## src/rtl/wtPkg.sv

```systemverilog
package wtPkg;

  localparam int MAX_STAGES = 16;

  typedef struct packed {
    logic [MAX_STAGES-1:0] stageLoad;
    logic                  outLoad;
  } ctrlStrobes_t;

  // largest member of 2,3,4,6,9,13,... strictly below k (k > 2)
  function automatic int seqBelow(input int k);
    int s;
    s = 2;
    for (int i = 0; i < 64; i++) begin
      if ((3 * s) / 2 < k) s = (3 * s) / 2;
    end
    return s;
  endfunction

  // operand count present after a given number of layers
  function automatic int countAt(input int k, input int lvl);
    int c;
    c = k;
    for (int i = 0; i < 64; i++) begin
      if (i < lvl && c > 2) c = seqBelow(c);
    end
    return c;
  endfunction

  function automatic int numLevels(input int k);
    int c;
    int n;
    c = k;
    n = 0;
    for (int i = 0; i < 64; i++) begin
      if (c > 2) begin
        c = seqBelow(c);
        n = n + 1;
      end
    end
    return n;
  endfunction

endpackage

```

## src/rtl/wtCsaLevel.sv

```systemverilog
module wtCsaLevel #(
  parameter int RW        = 12,
  parameter int IN_COUNT  = 12,
  parameter int OUT_COUNT = 9
) (
  input  logic [IN_COUNT-1:0][RW-1:0]  inVec,
  output logic [OUT_COUNT-1:0][RW-1:0] outVec
);

  localparam int NUM_CSA = IN_COUNT - OUT_COUNT;

  // full adders in groups of three, carry moved up one weight
  for (genvar g = 0; g < NUM_CSA; g++) begin : gCsa
    logic [RW-1:0] a, b, c;
    logic [RW-2:0] cy;
    assign a  = inVec[3*g];
    assign b  = inVec[3*g+1];
    assign c  = inVec[3*g+2];
    assign cy = (a[RW-2:0] & b[RW-2:0]) | (a[RW-2:0] & c[RW-2:0]) |
                (b[RW-2:0] & c[RW-2:0]);
    assign outVec[2*g]   = a ^ b ^ c;
    assign outVec[2*g+1] = {cy, 1'b0};
  end

  // operands left over travel to the next layer untouched
  for (genvar p = 3*NUM_CSA; p < IN_COUNT; p++) begin : gPass
    assign outVec[p-NUM_CSA] = inVec[p];
  end

endmodule

```

## src/rtl/wtControl.sv

```systemverilog
module wtControl
  import wtPkg::*;
#(
  parameter int NUM_OPS   = 12,
  parameter int REG_EVERY = 1
) (
  input  logic         clk,
  input  logic         rstN,
  input  logic         validIn,
  output ctrlStrobes_t strobes,
  output logic         validOut
);

  localparam int NL  = numLevels(NUM_OPS);
  localparam int NR  = NL / REG_EVERY;
  localparam int LAT = NR + 1;

  logic [LAT:1] validPipe;
  logic [LAT:0] validChain;

  always_ff @(posedge clk or negedge rstN) begin
    if (!rstN) begin
      validPipe <= '0;
    end else begin
      validPipe[1] <= validIn;
      for (int i = 2; i <= LAT; i++) validPipe[i] <= validPipe[i-1];
    end
  end

  assign validChain = {validPipe, validIn};

  always_comb begin
    strobes = '0;
    for (int s = 0; s < NR; s++) strobes.stageLoad[s] = validChain[s];
    strobes.outLoad = validChain[NR];
  end

  assign validOut = validChain[LAT];

endmodule

```

## src/rtl/wtDatapath.sv

```systemverilog
module wtDatapath
  import wtPkg::*;
#(
  parameter int WIDTH     = 8,
  parameter int NUM_OPS   = 12,
  parameter int REG_EVERY = 1
) (
  input  logic                                   clk,
  input  logic                                   rstN,
  input  logic [NUM_OPS*WIDTH-1:0]               operands,
  input  ctrlStrobes_t                           strobes,
  output logic [WIDTH+$clog2(NUM_OPS)-1:0]       sumOut
);

  localparam int RW = WIDTH + $clog2(NUM_OPS);
  localparam int NL = numLevels(NUM_OPS);

  logic          unusedLoads;
  logic [RW-1:0] cpaSum;
  logic [RW-1:0] sumQ;

  assign unusedLoads = ^strobes.stageLoad;

  for (genvar l = 0; l <= NL; l++) begin : lvlGen
    localparam int CNT = countAt(NUM_OPS, l);
    logic [CNT-1:0][RW-1:0] stageQ;

    if (l == 0) begin : gIn
      for (genvar i = 0; i < NUM_OPS; i++) begin : gExt
        assign stageQ[i] = {{(RW-WIDTH){1'b0}}, operands[i*WIDTH +: WIDTH]};
      end
    end else begin : gRed
      localparam int PREV = countAt(NUM_OPS, l-1);
      logic [CNT-1:0][RW-1:0] combQ;

      wtCsaLevel #(
        .RW(RW), .IN_COUNT(PREV), .OUT_COUNT(CNT)
      ) uLevel (
        .inVec(lvlGen[l-1].stageQ),
        .outVec(combQ)
      );

      if ((l % REG_EVERY) == 0) begin : gReg
        always_ff @(posedge clk) begin
          if (strobes.stageLoad[l/REG_EVERY-1]) stageQ <= combQ;
        end
      end else begin : gWire
        assign stageQ = combQ;
      end
    end
  end

  // final carry-propagate adder on the two surviving vectors
  assign cpaSum = lvlGen[NL].stageQ[0] + lvlGen[NL].stageQ[1];

  always_ff @(posedge clk or negedge rstN) begin
    if (!rstN)               sumQ <= '0;
    else if (strobes.outLoad) sumQ <= cpaSum;
  end

  assign sumOut = sumQ;

endmodule

```

## src/rtl/wallaceSumPipe.sv

```systemverilog
module wallaceSumPipe
  import wtPkg::*;
#(
  parameter int WIDTH     = 8,
  parameter int NUM_OPS   = 12,
  parameter int REG_EVERY = 1
) (
  input  logic                             clk,
  input  logic                             rstN,
  input  logic                             validIn,
  input  logic [NUM_OPS*WIDTH-1:0]         operands,
  output logic                             validOut,
  output logic [WIDTH+$clog2(NUM_OPS)-1:0] sumOut
);

  ctrlStrobes_t strobes;

  wtControl #(
    .NUM_OPS(NUM_OPS), .REG_EVERY(REG_EVERY)
  ) uCtrl (
    .clk(clk), .rstN(rstN), .validIn(validIn),
    .strobes(strobes), .validOut(validOut)
  );

  wtDatapath #(
    .WIDTH(WIDTH), .NUM_OPS(NUM_OPS), .REG_EVERY(REG_EVERY)
  ) uData (
    .clk(clk), .rstN(rstN), .operands(operands),
    .strobes(strobes), .sumOut(sumOut)
  );

endmodule

```

## config.mk

```make
export PLATFORM = sky130hd
export DESIGN_NAME = wallaceSumPipe
export DESIGN_NICKNAME = d
export VERILOG_FILES = /design/src/rtl/wtPkg.sv /design/src/rtl/wtCsaLevel.sv /design/src/rtl/wtControl.sv /design/src/rtl/wtDatapath.sv /design/src/rtl/wallaceSumPipe.sv
export SDC_FILE = /design/constraint.sdc
export NUM_CORES = 1
export LEC_CHECK = 0
export ABC_AREA = 1
export BUFFER_PORTS_ARGS = -buffer_cell sky130_fd_sc_hd__buf_2
export CAP_MARGIN = 20
export CORE_UTILIZATION = 40
export DETAILED_ROUTE_END_ITERATION = 8
export GPL_ROUTABILITY_DRIVEN = 0
export PLACE_DENSITY = 0.56
export SYNTH_ARGS = -nofsm -noshare
export SYNTH_HDL_FRONTEND = slang
export SYNTH_SLANG_ARGS = --single-unit
```

## constraint.sdc

```tcl
create_clock -name clk -period 3.3 [get_ports clk]
set_clock_uncertainty 0.15 [all_clocks]
set_input_delay 0.495 -clock clk [delete_from_list [all_inputs] [get_ports clk]]
set_output_delay 0.495 -clock clk [all_outputs]
set_load 0.02 [all_outputs]
```

==> run summary <==
The flow ran to the end, and the final reports show no timing, DRC or antenna violations. The number of global-route vias before repair came out at 4118. The critical path is of the reg -> reg type. The floorplan step defined a die boundary enclosing 22680 um2. After synthesis, the mean cell area works out to 21.18 um2.

The via count of the routed design is 3789, and the buffer count from post-CTS setup fixing is 0. Dividing total power by cell area gives a power density of 677.5 nW/um2. Global routing finished with a remaining overflow of 0.

The share of total power consumed by net switching came out at 0.2280. The count of unique library cells instantiated by Yosys is 20. The run gives 572.1 MHz as the maximum clock rate.

The cell that appears most often on the critical path is sky130_fd_sc_hd__nand2_1. For this block, the routed nets add up to 11460 um of wire. Data on the critical path is required at its endpoint by 3540 ps. The number of buffers added on ports works out to 111. The cell type group with the largest total delay on the critical path is adder cells. The growth of design area from synthesis to finish works out to 21.89%. Proportion of power drawn by flip-flops and latches: 0.535.

Power share of the combinational group: 0.113. Slowest cell on the critical path: sky130_fd_sc_hd__fa_1. The core region is 21350 um2. The clock share of power was 0.352. Capturing element type of the critical path: a register.

Total count of hold-check failures in the final report: 0. Data arrives at the worst endpoint at 1990 ps. In the layout the commonest cells are sky130_fd_sc_hd__edfxtp_1 (206), sky130_fd_sc_hd__buf_2 (111), sky130_fd_sc_hd__fa_1 (77), sky130_fd_sc_hd__nand2_1 (47), sky130_fd_sc_hd__clkbuf_16 (26). The cell sitting at the root of the clock tree is a sky130_fd_sc_hd__clkbuf_16. Summed over all nets, the switching power comes to 1663 uW. The logs give 224 for the number of clock sinks seen by CTS and 7882 um for the post-detailed-placement half-perimeter wirelength. The flip-flop and latch count after synthesis was 224. The number of buffers inserted during clock tree synthesis was 24; the instance count after placement with tap cells included was 803. Largest buffer count on any clock path: 3.

Most common cell after layout, fill and taps aside: sky130_fd_sc_hd__edfxtp_1. In this run, post-CTS repair resized a total of 0 instances. Before CTS, the worst setup slack after placement is 1431 ps. The tools report the H-tree depth as 1. The number of buffers and inverters on the critical path is 2. The die is 150.6 um tall.

The aggregate global-route resource usage is 0.1082. The logs give 16.73 ps for the hold slack and 500 ps for the insertion delay to the later sink of the worst-skew pair. The tools report the top-level I/O count as 112.

The portion of the post-synthesis area used by sequential elements was 0.7514. The per-cell routed wire length was 13.20 um; the worst voltage drop across the vdd grid was 0.3572 mV. The tools report the non-filler instance count after layout as 868. The floorplan has 53 rows.

The antenna diode instance count came out at 0. For the number of antenna violations at the first check in global routing, the log shows 0. The first global-routing pass estimated 19220 um of wire. For this run, the detailed router's first-pass iteration total came to 4.

The tightest slew margin relative to the limit is 0.4902. The count of final max-slew check failures came out at 0. The number of maximum-capacitance violations is 0, and the maximum number of pins on one net before global-route repair is 52. After routing, the total negative slack on setup checks comes to 0 ps. For the total number of nets in the final design, the log shows 768. The largest single stage delay on the critical path is 360 ps.

The launching element type of the critical path was a register. The number of vias per cell is 4.365, and the share of post-route cells with drive strength above 1 is 0.2664. Clock transition at the registers of the reported paths: 60 ps. Share of the cycle needed by the critical path after routing: 0.5297. The worst path setup slack after routing came out at 1552 ps. Setup repair after global routing left no endpoint under its margin. Traced cell by cell, the critical path runs through ha_1 -> inv_1 -> fa_1 -> inv_1 -> nand2_1 -> nand2_2 -> nand3_1 -> nand2_1 -> nand2_1 -> nand3_1 -> nand2_1. The number of nets handed over by synthesis was 610. The tools report the effective utilization at floorplan as 0.4136.

For this run, design rule violations remaining after detail routing come to 0. The remaining number of nets flagged by the antenna check after routing was 0; the cell leakage power was 0.004166 uW. The detailed router finished its first iteration with 116 violations.

The worst-margin pin slew came out at 764.7 ps. Yosys printed 0 warnings. Class of the worst hold path: in -> reg. Measured along the x axis, the die boundary spans 150.6 um. TritonCTS built the clock tree. The logs give 5631 uW for the total internal power and 417 for the number of instances in the synthesized netlist. The time the worst path needs with I/O delays and setup is 1748 ps. The tools report the final count of negative-setup-slack endpoints as 0.

The total of hold buffers inserted after clock tree synthesis is 18. For the total power, the log shows 7294 uW. Along the worst path, the maximum fanout reaches 3.

Mapped cell area: 8832 um2.
## power groups by stage
stage          Clock, uW  Sequential, uW  Combinational (uW)
5_1_grt             2760            3960                 978
3_3_place_gp           0            3970                 800
6_report            2570            3900                 828
3_5_place_dp           0            3980                 811
4_1_cts             2660            3930                 828
2_1_floorplan          0            3990                 404
## metal layers
metal	track usage	share of wire
met3	0.02545	0.052
met5	0	0
met1	0.1472	0.46
met4	0.04250	0.020
met2	0.1694	0.46
## synthesized netlist by cell type
| library cell | instances | area (um2) |
|---|---|---|
| sky130_fd_sc_hd__xor2_1 | 1 | 8.760 |
| sky130_fd_sc_hd__or2_1 | 1 | 6.260 |
| sky130_fd_sc_hd__ha_1 | 17 | 212.7 |
| sky130_fd_sc_hd__nand2_2 | 3 | 18.77 |
| sky130_fd_sc_hd__buf_4 | 1 | 7.510 |
| sky130_fd_sc_hd__xnor2_1 | 1 | 8.760 |
| sky130_fd_sc_hd__edfxtp_1 | 206 | 6186 |
| sky130_fd_sc_hd__o21ai_0 | 1 | 5.000 |
| sky130_fd_sc_hd__nand3b_1 | 1 | 7.510 |
| sky130_fd_sc_hd__nand3_1 | 10 | 50.05 |
| sky130_fd_sc_hd__o21ai_1 | 3 | 15.01 |
| sky130_fd_sc_hd__fa_1 | 77 | 1541 |
| sky130_fd_sc_hd__nor2_1 | 5 | 18.77 |
| sky130_fd_sc_hd__inv_2 | 1 | 3.750 |
| sky130_fd_sc_hd__a21oi_2 | 4 | 35.03 |
| sky130_fd_sc_hd__inv_1 | 18 | 67.56 |
| sky130_fd_sc_hd__a211oi_1 | 1 | 7.510 |
| sky130_fd_sc_hd__nand2_1 | 47 | 176.4 |
| sky130_fd_sc_hd__dfrtp_1 | 18 | 450.4 |
| sky130_fd_sc_hd__buf_2 | 1 | 5.000 |
## flip-flops by register name (all words and copies together) (netlist names)
signal,cells
uCtrl.validPipe,6
uData.lvlGen.stageQ,206
uData.sumOut,12
## final cells by class
cell class / count / area [um2]
clock buffers: 34 / 710.7
clock inverters: 10 / 68.82
fillers: 1771 / 10590
inverters: 19 / 71.32
multi-input cells: 172 / 2112
flip-flops and latches: 224 / 6638
well taps: 275 / 344.1
repair buffers: 134 / 820.8
## kinds of logic after synthesis
| family | Yosys count | synth area share |
|---|---|---|
| buf+inv | 21 | 0.009490 |
| simple gates | 67 | 0.03145 |
| compound gates | 9 | 0.007082 |
| fa+ha+maj | 94 | 0.1986 |
| xor+xnor | 2 | 0.001984 |
| flops | 224 | 0.7514 |
## worst paths after layout
kind	start	to	slack [ps]	cells after the start
max	uData.lvlGen[5].stageQ[2]	uData.sumOut[10]	1550	11
min	operands[81]	uData.lvlGen[1].stageQ[85]	20	1
max reg2reg	uData.lvlGen[5].stageQ[2]	uData.sumOut[10]	1550	11
min reg2reg	uData.lvlGen[3].stageQ[42]	uData.lvlGen[4].stageQ[30]	270	0
max in group asynchronous	rstN	uCtrl.validPipe[1]	2350	2
min in group asynchronous	rstN	uData.sumOut[9]	320	2
## per-stage QoR
| stage | util | cell area, um2 |
|---|---|---|
| after detailed placement | 0.4565 | 9748 |
| final | 0.5042 | 10770 |
| after global routing | 0.5042 | 10770 |
| after floorplan | - | 8832 |
| after global placement | 0.4565 | 9748 |
| after CTS | 0.5015 | 10710 |
## worst reg2reg max path: stages, from the launching register on
cell and delay [ps]:
sky130_fd_sc_hd__edfxtp_1 330, sky130_fd_sc_hd__ha_1 180, sky130_fd_sc_hd__inv_1 60, sky130_fd_sc_hd__fa_1 360
sky130_fd_sc_hd__inv_1 80, sky130_fd_sc_hd__nand2_1 70, sky130_fd_sc_hd__nand2_2 90, sky130_fd_sc_hd__nand3_1 90
sky130_fd_sc_hd__nand2_1 80, sky130_fd_sc_hd__nand2_1 50, sky130_fd_sc_hd__nand3_1 60, sky130_fd_sc_hd__nand2_1 50
No activity file was read; power rests on OpenSTA's default activity.
